**src/rtl/rtc_irq_pkg.sv**
```systemverilog
package rtc_irq_pkg;
  localparam int STATUS_W  = 8;
  localparam int BIT_REQ   = 7;
  localparam int BIT_PER   = 6;
  localparam int BIT_ALM   = 5;
  localparam int BIT_UPD   = 4;
  localparam int BIT_VALID = 3;
  localparam int N_BYTES   = 3;

  typedef struct packed {
    logic clrFlags;
    logic setPer;
    logic doUpdate;
    logic wrEnables;
    logic clrUie;
  } irqStrobes_t;
endpackage

```
**src/rtl/rtc_irq_ctrl.sv**
```systemverilog
module rtc_irq_ctrl
  import rtc_irq_pkg::*;
(
  input  logic        clk,
  input  logic        rstN,
  input  logic        periodicTick,
  input  logic        updateDone,
  input  logic        enWrite,
  input  logic        setBit,
  input  logic        statusRead,
  output irqStrobes_t strobes
);
  logic setPrev;

  always_ff @(posedge clk or negedge rstN) begin
    if (!rstN) setPrev <= 1'b0;
    else       setPrev <= setBit;
  end

  always_comb begin
    strobes.clrFlags  = statusRead;
    strobes.setPer    = periodicTick;
    strobes.doUpdate  = updateDone;
    strobes.wrEnables = enWrite;
    strobes.clrUie    = setBit && !setPrev;
  end
endmodule

```
**src/rtl/rtc_irq_dp.sv**
```systemverilog
module rtc_irq_dp
  import rtc_irq_pkg::*;
#(
  parameter int DATA_W = 8
) (
  input  logic              clk,
  input  logic              rstN,
  input  irqStrobes_t       strobes,
  input  logic [DATA_W-1:0] timeNow  [N_BYTES],
  input  logic [DATA_W-1:0] alarmVal [N_BYTES],
  input  logic [2:0]        enData,
  output logic              perQ,
  output logic              almQ,
  output logic              updQ,
  output logic              pieQ,
  output logic              aieQ,
  output logic              uieQ
);
  localparam int WILD_W = 2;
  localparam logic [WILD_W-1:0] WILD_CODE = '1;

  logic [N_BYTES-1:0] byteHit;

  for (genvar i = 0; i < N_BYTES; i++) begin : g_cmp
    logic wild;
    assign wild       = alarmVal[i][DATA_W-1 -: WILD_W] == WILD_CODE;
    assign byteHit[i] = wild || (alarmVal[i] == timeNow[i]);
  end

  logic alarmHit;
  assign alarmHit = &byteHit;

  always_ff @(posedge clk or negedge rstN) begin
    if (!rstN) begin
      perQ <= 1'b0;
      almQ <= 1'b0;
      updQ <= 1'b0;
    end else begin
      perQ <= strobes.setPer                 || (perQ && !strobes.clrFlags);
      updQ <= strobes.doUpdate               || (updQ && !strobes.clrFlags);
      almQ <= (strobes.doUpdate && alarmHit) || (almQ && !strobes.clrFlags);
    end
  end

  always_ff @(posedge clk or negedge rstN) begin
    if (!rstN) begin
      pieQ <= 1'b0;
      aieQ <= 1'b0;
      uieQ <= 1'b0;
    end else begin
      if (strobes.wrEnables) begin
        pieQ <= enData[2];
        aieQ <= enData[1];
      end
      if (strobes.clrUie)         uieQ <= 1'b0;
      else if (strobes.wrEnables) uieQ <= enData[0];
    end
  end

  assert_tick_sets_per_R2: assert property (@(posedge clk) disable iff (!rstN)
    strobes.setPer |=> perQ);
  assert_update_sets_upd_R3: assert property (@(posedge clk) disable iff (!rstN)
    strobes.doUpdate |=> updQ);
  assert_alarm_only_on_update_R4: assert property (@(posedge clk) disable iff (!rstN)
    $rose(almQ) |-> $past(strobes.doUpdate));
  assert_collision_keeps_event_R8: assert property (@(posedge clk) disable iff (!rstN)
    (strobes.clrFlags && strobes.setPer) |=> perQ);
endmodule

```
**src/rtl/rtc_alarm_irq.sv**
```systemverilog
module rtc_alarm_irq
  import rtc_irq_pkg::*;
#(
  parameter int DATA_W = 8
) (
  input  logic              clk,
  input  logic              rstN,
  input  logic              periodicTick,
  input  logic              updateDone,
  input  logic [DATA_W-1:0] secNow,
  input  logic [DATA_W-1:0] minNow,
  input  logic [DATA_W-1:0] hrNow,
  input  logic [DATA_W-1:0] secAlarm,
  input  logic [DATA_W-1:0] minAlarm,
  input  logic [DATA_W-1:0] hrAlarm,
  input  logic              enWrite,
  input  logic [2:0]        enData,
  input  logic              setBit,
  input  logic              statusRead,
  output logic [STATUS_W-1:0] statusByte,
  output logic              irqN
);
  irqStrobes_t strobes;
  logic perQ, almQ, updQ, pieQ, aieQ, uieQ;
  logic reqFlag;
  logic [DATA_W-1:0] timeArr  [N_BYTES];
  logic [DATA_W-1:0] alarmArr [N_BYTES];

  assign timeArr[0]  = secNow;
  assign timeArr[1]  = minNow;
  assign timeArr[2]  = hrNow;
  assign alarmArr[0] = secAlarm;
  assign alarmArr[1] = minAlarm;
  assign alarmArr[2] = hrAlarm;

  rtc_irq_ctrl u_ctrl (
    .clk(clk), .rstN(rstN), .periodicTick(periodicTick), .updateDone(updateDone),
    .enWrite(enWrite), .setBit(setBit), .statusRead(statusRead), .strobes(strobes)
  );

  rtc_irq_dp #(.DATA_W(DATA_W)) u_dp (
    .clk(clk), .rstN(rstN), .strobes(strobes), .timeNow(timeArr), .alarmVal(alarmArr),
    .enData(enData), .perQ(perQ), .almQ(almQ), .updQ(updQ),
    .pieQ(pieQ), .aieQ(aieQ), .uieQ(uieQ)
  );

  assign reqFlag = (perQ && pieQ) || (almQ && aieQ) || (updQ && uieQ);
  assign irqN    = !reqFlag;

  always_comb begin
    statusByte            = '0;
    statusByte[BIT_REQ]   = reqFlag;
    statusByte[BIT_PER]   = perQ;
    statusByte[BIT_ALM]   = almQ;
    statusByte[BIT_UPD]   = updQ;
    statusByte[BIT_VALID] = 1'b1;
  end

  assert_read_clears_R7: assert property (@(posedge clk) disable iff (!rstN)
    (statusRead && !periodicTick && !updateDone) |=> (statusByte[7:4] == 4'b0000));
  assert_set_rise_clears_uie_R10: assert property (@(posedge clk) disable iff (!rstN)
    $rose(setBit) |=> !uieQ);
  assert_idle_when_disabled_R6: assert property (@(posedge clk) disable iff (!rstN)
    (!pieQ && !aieQ && !uieQ) |-> irqN);
endmodule

```
**config.mk**
```make
export PLATFORM = sky130hd
export DESIGN_NAME = rtc_alarm_irq
export DESIGN_NICKNAME = d
export VERILOG_FILES = /design/src/rtl/rtc_irq_pkg.sv /design/src/rtl/rtc_irq_ctrl.sv /design/src/rtl/rtc_irq_dp.sv /design/src/rtl/rtc_alarm_irq.sv
export SDC_FILE = /design/constraint.sdc
export NUM_CORES = 1
export LEC_CHECK = 0
export BUFFER_PORTS_ARGS = -buffer_cell sky130_fd_sc_hd__buf_2
export CAP_MARGIN = 20
export CORE_ASPECT_RATIO = 1.5
export CORE_MARGIN = 2
export CORE_UTILIZATION = 30
export DETAILED_ROUTE_END_ITERATION = 12
export GPL_TIMING_DRIVEN = 0
export PLACE_DENSITY = 0.73
export SYNTH_ARGS = -nofsm -noshare
export SYNTH_HDL_FRONTEND = slang
export SYNTH_SLANG_ARGS = --single-unit
export TNS_END_PERCENT = 100
```
**constraint.sdc**
```tcl
create_clock -name clk -period 1.1 [get_ports clk]
set_input_delay 0.165 -clock clk [delete_from_list [all_inputs] [get_ports clk]]
set_output_delay 0.165 -clock clk [all_outputs]
set_load 0.03 [all_outputs]
```
==> summary.md <==
| Metric | Value |
|---|---|
| Net Switching | `0.2496 mW` |
| Worst Path Arrival | `1.26 ns` |
| Failing checks | `negative setup slack` |
| Pleak | `0.5797 nW` |
| DP Area | `955.9 um2` |
| Worst r2r src | `u_dp.almQ` |
| GRT Overall Usage | `11.55%` |
| Max-Cap Viols | `0` |
| Crit path depth | `3` |
| Worst-path cell chain | `a222oi_1, inv_1, buf_6` |
| Hold_ws | `0.04303 ns` |
| CTS HTree Levels | `1` |
| First-pass GRT wire length | `1897 um` |
| DR pass1 iterations | `4` |
| Post-DP HPWL | `1265 um` |
| Slew Limit Fails | `0` |
| Final worst slack | `-0.3260 ns` |
| I/O pin count | `67` |
| FILL cells | `199` |
| Synth warn | `0` |
| Worst reg2reg setup slack | `0.32 ns` |
| Final Hold Fails | `0` |
| Largest fanout on the critical path | `2` |
| WP data required | `0.94 ns` |
| Cell Int Power | `0.5948 mW` |
| Max stage delay cell, worst path | `a222oi_1` |
| Final setup vio count | `3` |
| Reg2reg path depth | `3` |
| Nets | `191` |
| Clock sink count | `7` |
| Comb power frac | `39.8%` |
| Final RePlAce weighted congestion | `0.6365` |
| # DRC | `0` |
| Drt via density | `4.357` |
| Wire length per cell | `9.182 um` |
| Worst Hold Depth | `1` |
| Clock buffer depth | `2` |
| FF+latch count, synth | `7` |
| Final min period | `1.426 ns` |
| Number of global-route vias before repair | `582` |
| Post-Syn Area | `610.6 um2` |
| Worst-path clk slew | `0.05 ns` |
| Hold EP | `u_ctrl.setPrev` |
| Total global routing overflow | `0` |
| Hold path startpoint | `setBit` |
| Clk_skew | `0.00001499 ns` |
| Worst setup EP type | `output port` |
| WP buf/inv | `2` |
| Avg Cell Area, Syn | `9.692 um2` |
| Worst min path class | `primary input to register` |
| Status | `finished with violations` |
| CTS tree | `yes` |
| Area Growth Syn to Fin | `68.24%` |
| Register area share after synthesis | `28.69%` |
| Syn Inst Count | `63` |
| Via count | `671` |
| Kind of critical path | `register to output port` |
| Switching share of power | `29.56%` |
| Place WS | `-0.1923 ns` |
| Iter 0 DRT Violations | `2` |
| Flop pwr share | `34.0%` |
| Largest net degree at the start of global routing | `8` |
| Final instance area | `1027 um2` |
| TritonCTS buffer count | `3` |
| Delay-heaviest family, CP | `compound AO/OA/AOI/OAI gates` |
| Clock Power Share | `26.2%` |
| Reg-to-Reg End | `u_dp.almQ` |
| Worst VDD drop | `0.3848 mV` |
| Die width | `40.84 um` |
| Initial cell density of the core | `30.89%` |
| Core area | `1977 um2` |
| Initial antenna violation count | `0` |
| CTS Root Cell | `clkbuf_4` |
| Share of cells above drive strength 1 | `57.58%` |
| Final critical-path share of the clock period | `129.6%` |
| Die height | `59.26 um` |
| PortBufs | `62` |
| Distinct cells, synth | `14` |
| PwrDens | `822.1 nW/um2` |
| Diodes inserted | `0` |
| Biggest cell delay along the critical path | `0.39 ns` |
| Die footprint | `2420 um2` |
| Antenna viol nets, final | `0` |
| RSZ-0062 raised after global routing | `yes` |
| Critical Path Start Type | `register` |
| Clk_lat worst skew | `0.24 ns` |
| Drt total wl | `1414 um` |
| Max Freq | `701.2 MHz` |
| Rows | `20` |
## Yosys cell counts
| cell | n | area, um2 |
|---|---|---|
| a21o_1 | 2 | 15.01 |
| a21oi_1 | 1 | 5.000 |
| a222oi_1 | 1 | 10.01 |
| a22oi_1 | 3 | 22.52 |
| buf_4 | 8 | 60.06 |
| conb_1 | 2 | 7.510 |
| dfrtp_1 | 7 | 175.2 |
| inv_1 | 4 | 15.01 |
| mux2_2 | 2 | 22.52 |
| mux2i_1 | 1 | 10.01 |
| nand2_1 | 1 | 3.750 |
| nor4_1 | 6 | 37.54 |
| o41ai_2 | 1 | 16.27 |
| xor2_1 | 24 | 210.2 |
## registers in the layout (all words and copies together) (netlist names)
signal and cells:
u_dp.aieQ 1, u_dp.perQ 1, u_dp.uieQ 1, u_dp.almQ 1, u_ctrl.setPrev 1, u_dp.pieQ 1
u_dp.updQ 1
## stage by stage
stage	power, mW	std cells	setup TNS (ns)	utilization [%]
finish	0.8445	154	-0.7070	51.96
global route	0.9065	154	-0.8622	51.96
CTS	0.8527	154	-0.7636	51.46
detailed placement	0.6111	149	-0.4391	48.35
global placement	0.6021	149	-0.4199	48.35
floorplan	0.4591	65	-1.052	-
## worst max path at each step
stage,startpoint,to
floorplan,u_dp.updQ,statusByte[7]
global placement,minAlarm[7],u_dp.almQ
detailed placement,u_dp.uieQ,statusByte[7]
CTS,u_dp.updQ,irqN
global route,u_dp.updQ,statusByte[7]
finish,u_dp.updQ,statusByte[7]
## cells by family (layout without fill, tap and decap cells)
family / count (synthesis) / count (layout) / synth area share, %
AOI/OAI and AO/OA: 8 / 8 / 11.27
xor gates and xnor gates: 24 / 24 / 34.43
buffers and inverters: 12 / 79 / 12.29
DFF: 7 / 7 / 28.69
muxes: 3 / 3 / 5.328
other: 2 / 4 / 1.230
and+or+nand+nor: 7 / 7 / 6.762
## metal layers
layer  part of all wire [%]  track usage, %
met3                     12           2.632
met5                      0               0
met4                    1.2           5.714
met2                     55           24.11
met1                     31           7.765
## power groups by stage
stage	Clock, mW	Combinational, mW	Sequential (mW)
after detailed placement	0	0.320	0.291
final	0.221	0.336	0.287
after global placement	0	0.312	0.290
after CTS	0.232	0.335	0.286
after global routing	0.251	0.368	0.288
after floorplan	0	0.171	0.288
## layout make-up
cell class / instances / area (um2) / area share [%]
Tap cell: 22 / 27.53 / 2.680
Sequential cell: 7 / 175.2 / 17.05
Clock buffer: 4 / 26.28 / 2.558
Buffer: 6 / 48.80 / 4.750
Inverter: 4 / 15.01 / 1.462
Multi-Input combinational cell: 46 / 367.9 / 35.81
Timing Repair Buffer: 65 / 366.6 / 35.69
## worst reg2reg max path, cell delays in order (launching register included)
cell	delay, ns
dfrtp_1	0.39
buf_6	0.13
nand2_1	0.08
o41ai_2	0.07
## timing repair
action                                  CTS  global route
setup buffers                             2             0
hold buffers                              1             0
hold endpoints to repair                  7             0
endpoints found under the setup margin    5             4
pin swaps                                 1             0
gates cloned                              0             0
resized for setup                         8             3
## cell usage in the layout, fill, tap and decap left out
cell type and n:
buf_2 57, xor2_1 24, buf_4 7, dfrtp_1 7
nor4_1 6, buf_6 6, inv_1 4, conb_1 4
a22oi_1 3, clkbuf_4 3, a21o_1 2, mux2_2 2
a222oi_1 1, nand2_1 1, o41ai_2 1, mux2i_1 1
a21oi_1 1, clkbuf_1 1, dlygate4sd3_1 1
Note: power is estimated with default switching activity, not from simulation.
